**src/rtl/fpdis_pkg.sv**
```systemverilog
package fpdis_pkg;

   // Decode verdict for one opcode.
   typedef enum logic [1:0] {
      CLS_NONE   = 2'd0,
      CLS_NIBBLE = 2'd1,
      CLS_XFER   = 2'd2
   } fpu_cls_e;

   // Default transfer table: communication / control register moves.
   localparam int unsigned XFER_DEF_N = 8;

   localparam logic [XFER_DEF_N*16-1:0] XFER_DEF_PAT = {
      16'h4062, 16'h4052, 16'h006A, 16'h005A,
      16'h4066, 16'h406A, 16'h4056, 16'h405A
   };

   // Register field (bits 11:8) is a don't-care for every entry.
   localparam logic [XFER_DEF_N*16-1:0] XFER_DEF_MASK = {XFER_DEF_N{16'hF0FF}};

   function automatic logic fpu_class(input fpu_cls_e c);
      return c != CLS_NONE;
   endfunction

endpackage

```
**src/rtl/fpdis_class_decode.sv**
```systemverilog
module fpdis_class_decode
   import fpdis_pkg::*;
#(
   parameter int unsigned INSN_W        = 16,
   parameter logic [3:0]  CLASS_NIBBLE  = 4'hF,
   parameter bit          EXCLUDE_EN    = 1'b1,
   parameter logic [INSN_W-1:0] EXCLUDED_OP = 16'hFFFD,
   parameter int unsigned XFER_N        = XFER_DEF_N,
   parameter logic [XFER_N*INSN_W-1:0] XFER_PAT  = XFER_DEF_PAT,
   parameter logic [XFER_N*INSN_W-1:0] XFER_MASK = XFER_DEF_MASK
) (
   input  logic              clk,
   input  logic              rst_n,
   input  logic [INSN_W-1:0] insn_i,
   output fpu_cls_e          cls_o
);

   localparam int unsigned NIB_LSB = INSN_W - 4;

   logic [XFER_N-1:0] hit;
   logic              nib_hit;
   logic              excl_hit;

   generate
      for (genvar i = 0; i < XFER_N; i++) begin : g_xfer
         localparam logic [INSN_W-1:0] PAT_I  = XFER_PAT[i*INSN_W +: INSN_W];
         localparam logic [INSN_W-1:0] MASK_I = XFER_MASK[i*INSN_W +: INSN_W];
         assign hit[i] = (insn_i & MASK_I) == (PAT_I & MASK_I);
      end

      if (EXCLUDE_EN) begin : g_excl
         assign excl_hit = (insn_i == EXCLUDED_OP);
      end else begin : g_no_excl
         assign excl_hit = 1'b0;
      end
   endgenerate

   assign nib_hit = (insn_i[INSN_W-1:NIB_LSB] == CLASS_NIBBLE);

   always_comb begin
      cls_o = CLS_NONE;
      if (nib_hit && !excl_hit) begin
         cls_o = CLS_NIBBLE;
      end else if (|hit && !excl_hit) begin
         cls_o = CLS_XFER;
      end
   end

   // Transfer entries must not overlap one another.
   AST_XFER_UNIQUE: assert property (@(posedge clk) disable iff (!rst_n)
      $onehot0(hit));

   // The reserved opcode never decodes as floating point.
   AST_EXCL_NONE: assert property (@(posedge clk) disable iff (!rst_n)
      (EXCLUDE_EN && insn_i == EXCLUDED_OP) |-> cls_o == CLS_NONE);

endmodule

```
**src/rtl/fpdis_trap_cond.sv**
```systemverilog
module fpdis_trap_cond
   import fpdis_pkg::*;
(
   input  logic     dec_valid_i,
   input  fpu_cls_e cls_i,
   input  logic     in_slot_i,
   input  logic     fd_i,
   output logic     take_o,
   output logic     slot_o
);

   logic armed;

   assign armed  = dec_valid_i && fd_i && fpu_class(cls_i);
   assign take_o = armed && !in_slot_i;
   assign slot_o = armed &&  in_slot_i;

endmodule

```
**src/rtl/fpdis_entry_calc.sv**
```systemverilog
module fpdis_entry_calc #(
   parameter int unsigned DATA_W     = 32,
   parameter int unsigned SET_N      = 3,
   parameter logic [SET_N*8-1:0] SET_BITS = {8'd28, 8'd29, 8'd30},
   parameter logic [DATA_W-1:0] VEC_OFFSET = 32'h0000_0100,
   parameter logic [DATA_W-1:0] EVT_CODE   = 32'h0000_0800
) (
   input  logic [DATA_W-1:0] sr_i,
   input  logic [DATA_W-1:0] pc_i,
   input  logic [DATA_W-1:0] r15_i,
   input  logic [DATA_W-1:0] vbr_i,
   output logic [DATA_W-1:0] spc_o,
   output logic [DATA_W-1:0] ssr_o,
   output logic [DATA_W-1:0] sgr_o,
   output logic [DATA_W-1:0] expevt_o,
   output logic [DATA_W-1:0] sr_o,
   output logic [DATA_W-1:0] pc_o
);

   logic [SET_N:0][DATA_W-1:0] set_mask;

   assign set_mask[0] = '0;

   generate
      for (genvar i = 0; i < SET_N; i++) begin : g_setbit
         localparam int unsigned POS = int'(SET_BITS[i*8 +: 8]);
         assign set_mask[i+1] = set_mask[i] | (DATA_W'(1) << POS);
      end
   endgenerate

   assign spc_o    = pc_i;
   assign ssr_o    = sr_i;
   assign sgr_o    = r15_i;
   assign expevt_o = EVT_CODE;
   assign sr_o     = sr_i | set_mask[SET_N];
   assign pc_o     = vbr_i + VEC_OFFSET;

endmodule

```
**src/rtl/fpdis_trap_entry.sv**
```systemverilog
module fpdis_trap_entry
   import fpdis_pkg::*;
#(
   parameter int unsigned DATA_W      = 32,
   parameter int unsigned INSN_W      = 16,
   parameter int unsigned FD_BIT      = 15,
   parameter int unsigned MD_BIT      = 30,
   parameter int unsigned RB_BIT      = 29,
   parameter int unsigned BL_BIT      = 28,
   parameter bit          REGISTER_OUT = 1'b1,
   parameter logic [3:0]  CLASS_NIBBLE = 4'hF,
   parameter bit          EXCLUDE_EN   = 1'b1,
   parameter logic [INSN_W-1:0] EXCLUDED_OP = 16'hFFFD,
   parameter logic [DATA_W-1:0] VEC_OFFSET  = 32'h0000_0100,
   parameter logic [DATA_W-1:0] EVT_CODE    = 32'h0000_0800,
   parameter int unsigned XFER_N      = XFER_DEF_N,
   parameter logic [XFER_N*INSN_W-1:0] XFER_PAT  = XFER_DEF_PAT,
   parameter logic [XFER_N*INSN_W-1:0] XFER_MASK = XFER_DEF_MASK
) (
   input  logic              clk,
   input  logic              rst_n,
   input  logic              dec_valid_i,
   input  logic [INSN_W-1:0] insn_i,
   input  logic              in_slot_i,
   input  logic [DATA_W-1:0] sr_i,
   input  logic [DATA_W-1:0] pc_i,
   input  logic [DATA_W-1:0] r15_i,
   input  logic [DATA_W-1:0] vbr_i,
   output logic              trap_valid_o,
   output logic              slot_trap_o,
   output logic [DATA_W-1:0] spc_o,
   output logic [DATA_W-1:0] ssr_o,
   output logic [DATA_W-1:0] sgr_o,
   output logic [DATA_W-1:0] expevt_o,
   output logic [DATA_W-1:0] sr_o,
   output logic [DATA_W-1:0] pc_o
);

   localparam int unsigned SET_N = 3;
   localparam logic [SET_N*8-1:0] SET_BITS = {8'(BL_BIT), 8'(RB_BIT), 8'(MD_BIT)};
   localparam logic [DATA_W-1:0] ENTRY_MASK =
      (DATA_W'(1) << MD_BIT) | (DATA_W'(1) << RB_BIT) | (DATA_W'(1) << BL_BIT);

   // Elaboration-time parameter checks.
   generate
      if (INSN_W < 8)                      begin : g_chk_insn  $error("INSN_W too small");           end
      if (DATA_W < 8 || DATA_W > 255)      begin : g_chk_data  $error("DATA_W out of range");        end
      if (FD_BIT >= DATA_W)                begin : g_chk_fd    $error("FD_BIT outside status word"); end
      if (MD_BIT >= DATA_W || RB_BIT >= DATA_W || BL_BIT >= DATA_W)
                                           begin : g_chk_ent   $error("entry bit outside word");     end
      if (MD_BIT == RB_BIT || MD_BIT == BL_BIT || RB_BIT == BL_BIT)
                                           begin : g_chk_dist  $error("entry bits must differ");     end
      if (FD_BIT == MD_BIT || FD_BIT == RB_BIT || FD_BIT == BL_BIT)
                                           begin : g_chk_fdov  $error("FD_BIT overlaps entry bits"); end
      if (XFER_N < 1)                      begin : g_chk_xfer  $error("XFER_N must be positive");    end
   endgenerate

   fpu_cls_e cls;
   logic     take_c;
   logic     slot_c;
   logic [DATA_W-1:0] spc_c, ssr_c, sgr_c, evt_c, sr_c, pc_c;

   fpdis_class_decode #(
      .INSN_W       (INSN_W),
      .CLASS_NIBBLE (CLASS_NIBBLE),
      .EXCLUDE_EN   (EXCLUDE_EN),
      .EXCLUDED_OP  (EXCLUDED_OP),
      .XFER_N       (XFER_N),
      .XFER_PAT     (XFER_PAT),
      .XFER_MASK    (XFER_MASK)
   ) u_decode (
      .clk    (clk),
      .rst_n  (rst_n),
      .insn_i (insn_i),
      .cls_o  (cls)
   );

   fpdis_trap_cond u_cond (
      .dec_valid_i (dec_valid_i),
      .cls_i       (cls),
      .in_slot_i   (in_slot_i),
      .fd_i        (sr_i[FD_BIT]),
      .take_o      (take_c),
      .slot_o      (slot_c)
   );

   fpdis_entry_calc #(
      .DATA_W     (DATA_W),
      .SET_N      (SET_N),
      .SET_BITS   (SET_BITS),
      .VEC_OFFSET (VEC_OFFSET),
      .EVT_CODE   (EVT_CODE)
   ) u_calc (
      .sr_i     (sr_i),
      .pc_i     (pc_i),
      .r15_i    (r15_i),
      .vbr_i    (vbr_i),
      .spc_o    (spc_c),
      .ssr_o    (ssr_c),
      .sgr_o    (sgr_c),
      .expevt_o (evt_c),
      .sr_o     (sr_c),
      .pc_o     (pc_c)
   );

   generate
      if (REGISTER_OUT) begin : g_reg_out
         always_ff @(posedge clk or negedge rst_n) begin
            if (!rst_n) begin
               trap_valid_o <= 1'b0;
               slot_trap_o  <= 1'b0;
               spc_o        <= '0;
               ssr_o        <= '0;
               sgr_o        <= '0;
               expevt_o     <= '0;
               sr_o         <= '0;
               pc_o         <= '0;
            end else begin
               trap_valid_o <= take_c;
               slot_trap_o  <= slot_c;
               spc_o        <= take_c ? spc_c : '0;
               ssr_o        <= take_c ? ssr_c : '0;
               sgr_o        <= take_c ? sgr_c : '0;
               expevt_o     <= take_c ? evt_c : '0;
               sr_o         <= take_c ? sr_c  : '0;
               pc_o         <= take_c ? pc_c  : '0;
            end
         end

         AST_GATE_FD: assert property (@(posedge clk) disable iff (!rst_n)
            trap_valid_o |-> ($past(sr_i[FD_BIT]) && !$past(in_slot_i)));

         AST_NOT_EXCLUDED: assert property (@(posedge clk) disable iff (!rst_n)
            (trap_valid_o || slot_trap_o) |-> !(EXCLUDE_EN && $past(insn_i) == EXCLUDED_OP));

         AST_SLOT_CAUSE: assert property (@(posedge clk) disable iff (!rst_n)
            slot_trap_o |-> ($past(in_slot_i) && $past(sr_i[FD_BIT])));

         AST_SAVED_STATE: assert property (@(posedge clk) disable iff (!rst_n)
            trap_valid_o |-> (spc_o == $past(pc_i) && ssr_o == $past(sr_i)
                              && sgr_o == $past(r15_i)));

         AST_SR_ENTRY: assert property (@(posedge clk) disable iff (!rst_n)
            trap_valid_o |-> sr_o == ($past(sr_i) | ENTRY_MASK));

         AST_VECTOR_PC: assert property (@(posedge clk) disable iff (!rst_n)
            trap_valid_o |-> pc_o == ($past(vbr_i) + VEC_OFFSET));

         AST_IDLE_GATE: assert property (@(posedge clk) disable iff (!rst_n)
            !$past(dec_valid_i) |-> (!trap_valid_o && !slot_trap_o));
      end else begin : g_comb_out
         assign trap_valid_o = take_c;
         assign slot_trap_o  = slot_c;
         assign spc_o        = take_c ? spc_c : '0;
         assign ssr_o        = take_c ? ssr_c : '0;
         assign sgr_o        = take_c ? sgr_c : '0;
         assign expevt_o     = take_c ? evt_c : '0;
         assign sr_o         = take_c ? sr_c  : '0;
         assign pc_o         = take_c ? pc_c  : '0;
      end
   endgenerate

   AST_TRAP_SLOT_EXCL: assert property (@(posedge clk) disable iff (!rst_n)
      !(trap_valid_o && slot_trap_o));

   AST_EVT_CODE: assert property (@(posedge clk) disable iff (!rst_n)
      trap_valid_o |-> expevt_o == EVT_CODE);

   AST_QUIET_IDLE: assert property (@(posedge clk) disable iff (!rst_n)
      !trap_valid_o |-> (spc_o == '0 && ssr_o == '0 && sgr_o == '0
                         && expevt_o == '0 && sr_o == '0 && pc_o == '0));

endmodule

```
**config.mk**
```make
export PLATFORM = sky130hd
export DESIGN_NAME = fpdis_trap_entry
export DESIGN_NICKNAME = d
export VERILOG_FILES = /design/src/rtl/fpdis_pkg.sv /design/src/rtl/fpdis_class_decode.sv /design/src/rtl/fpdis_trap_cond.sv /design/src/rtl/fpdis_entry_calc.sv /design/src/rtl/fpdis_trap_entry.sv
export SDC_FILE = /design/constraint.sdc
export NUM_CORES = 1
export LEC_CHECK = 0
export ABC_AREA = 0
export ABC_CLOCK_PERIOD_IN_PS = 800
export CORE_AREA = 2 2 134 136
export CTS_CLUSTER_DIAMETER = 40
export CTS_CLUSTER_SIZE = 25
export DETAILED_ROUTE_END_ITERATION = 12
export DIE_AREA = 0 0 136 138
export PLACE_DENSITY = 0.75
export SLEW_MARGIN = 10
export SYNTH_ARGS = -nofsm -noshare
export SYNTH_HDL_FRONTEND = slang
export SYNTH_SLANG_ARGS = --single-unit
```
**constraint.sdc**
```tcl
create_clock -name clk -period 0.8 [get_ports clk]
set_input_delay 0.16 -clock clk [delete_from_list [all_inputs] [get_ports clk]]
set_output_delay 0.16 -clock clk [all_outputs]
set_load 0.05 [all_outputs]
```
==> results.toml <==
[global_route]
gr-usage-all-layers = 0.267
antenna_found_initial = 0
grt_start_max_net_pins = 47
grt_pass1_wl_um = 36600
first_global_vias = 5688
grt_overflow = 0

[cts]
root_buffer = "clkbuf_16"
cts_tree = "done"
clkTransAtPathRegs_ns = 0.06
h-tree-depth = 4
cts_made_buffers = 17
cts_buffer_depth = 2
cts_sinks = 130

[route]
vias_per_cell = 4.90
drtIter0Drc = 174
routedWlPerCell_um = 24.7
ant_nets = 0
vias = 5248
drc = 0
dr.pass1.iters = 4
routed_wl_um = 26500

[critical_path]
cp.depth = 8
cp_max_fo = 4
cp_common_cell = "buf_6"
endpoint = "pc_o[24]$_DFF_PN0_"
cp_data_arrival_time_ns = 1.79
crit_family = "simple AND/OR/NAND/NOR gates"
start_kind = "input port"
cp_slowest_stage_delay_ns = 0.47
crit_buf_inv = 3
cp_slowest_cell = "or4_4"
worstSetupStartpoint = "vbr_i[8]"
critical_path_class = "input port to flip-flop"
worstPathCellList = "buf_8, buf_6, ha_4, nand3_4, or4_4, buf_6, or3_4, a211oi_2"
required_ns = 1.13
cp-end-kind = "flip-flop"

[timing]
fin_crit_ns = 1.47
setup_viol_count_final = 293
setup-tns-final_ns = -105.84
fmax_ghz = 0.682
finalMaxSlewViolations = 0
post-route-period-util = 1.83
rsz0062_at_grt = "true"
finalWorstSetupSlack_ns = -0.666
hold_viol = 0
whs_ns = 0.104

[synthesis]
synth_edf_count = 0
ys.flop_type = "dfrtp_1"
synth_cell_type_count = 31
netlist_instances = 436
synth_warnings = 0
syn_avg_cell_area_sq_um = 12.2
synthArstFlopShare = 1.00
yosys_register_bits = 130
syn_area_sq_um = 5310
synth-seq-area-share = 0.613

[power]
cellLeakagePower_nw = 5.82
power_density_nw_per_um2 = 1310
finalPower_mw = 17.6
vdd_drop_max_v = 0.00170

[finish]
syn_to_final_growth_pct = 153
diodes = 0
nNetsFinal = 977
drive_gt1_frac = 0.640
final_cell_mix = "buf_12 (180), clkdlybuf4s50_1 (113), dfrtp_1 (100)"
final_common_cell = "buf_12"

[outcome]
status = "finished with violations"
violations = "negative setup slack"

[min_path]
holdCritPathClass = "input port to flip-flop"

[die]
coreArea_sq_um = 17500
die_w_um = 136
rows = 49
io_pins = 342
fp.dieH_um = 138
floorplan.initialDensity = 0.303
fp.dieArea_sq_um = 18800

[placement]
dp_hpwl_um = 15800
io_buffer_count = 310
pre_cts_slack_ns = -1.73
gp_congestion = 0.870

[flow_run]
maxCapViolations = 0
repair_timing:
action / in CTS / in global routing
gates cloned: 24 / 3
pin swaps: 86 / 66
hold endpoints to repair: 130 / 0
setup endpoints to repair: 293 / 293
buffers inserted: 39 / 4
resized for setup: 255 / 63
hold buffers: 1 / 0
per-stage QoR:
| step | utilization | instances | instance area, sq um |
|---|---|---|---|
| 6_report | 0.766 | 1070 | 13400 |
| 5_1_grt | 0.766 | 1070 | 13400 |
| 4_1_cts | 0.751 | 1070 | 13200 |
| 3_5_place_dp | 0.636 | 978 | 11200 |
| 3_3_place_gp | 0.636 | 978 | 11200 |
| 2_1_floorplan | - | 466 | 6720 |
worst min path at each step:
stage	from	end	slack (ns)	depth (start not counted)
final	vbr_i[8]	pc_o[8]$_DFF_PN0_	0.10	4
after global routing	vbr_i[8]	pc_o[8]$_DFF_PN0_	0.09	4
after CTS	vbr_i[8]	pc_o[8]$_DFF_PN0_	0.06	4
after detailed placement	rst_n	sgr_o[5]$_DFF_PN0_	-0.004	1
after global placement	rst_n	ssr_o[12]$_DFF_PN0_	-0.009	1
after floorplan	rst_n	pc_o[0]$_DFF_PN0_	-0.14	0
power breakdown:
group	switching (mW)	total (mW)	internal, mW
Sequential	0.0273	6.63	6.60
Combinational	1.39	2.91	1.52
Clock	2.97	8.01	5.05
Total	4.38	17.6	13.2
layer usage:
layer / global-route usage / share of wire
met1: 0.303 / 0.36
met2: 0.472 / 0.54
met3: 0.0869 / 0.079
met4: 0.0822 / 0.027
met5: 0 / 0
area by class of cell:
class,instances,area (sq um)
inverters,4,15.0
flip-flops and latches,130,3290
clock buffers,22,464
well taps,229,287
multi-input cells,239,2700
fillers,923,4100
clock inverters,10,134
repair buffers,436,6550
registers in the layout, indices dropped and copies added, names as in the netlist:
| name | count |
|---|---|
| pc_o | 32 |
| sgr_o | 32 |
| slot_trap_o | 1 |
| spc_o | 32 |
| sr_o | 2 |
| ssr_o | 31 |
synth_stat cells (6+ instances only):
master | instances | area, sq um
nand3_1 | 8 | 40.0
clkbuf_1 | 27 | 101
nand2_1 | 10 | 37.5
a211oi_1 | 10 | 75.1
or3_1 | 6 | 37.5
o21ai_0 | 6 | 30.0
xnor2_1 | 10 | 87.6
nor3_1 | 17 | 85.1
nor3b_1 | 105 | 788
or4_1 | 6 | 45.0
dfrtp_1 | 130 | 3250
buf_4 | 64 | 480
cell families after synthesis:
family	after synthesis	synth area share
AND/OR/NAND/NOR	171	0.218
adder cells (fa/ha/maj)	1	0.00236
AO/OA/AOI/OAI	23	0.0299
XOR/XNOR	12	0.0198
flip-flops	130	0.613
buffers and inverters	98	0.116
other	1	0.000706
No activity file was read; power rests on OpenSTA's default activity.
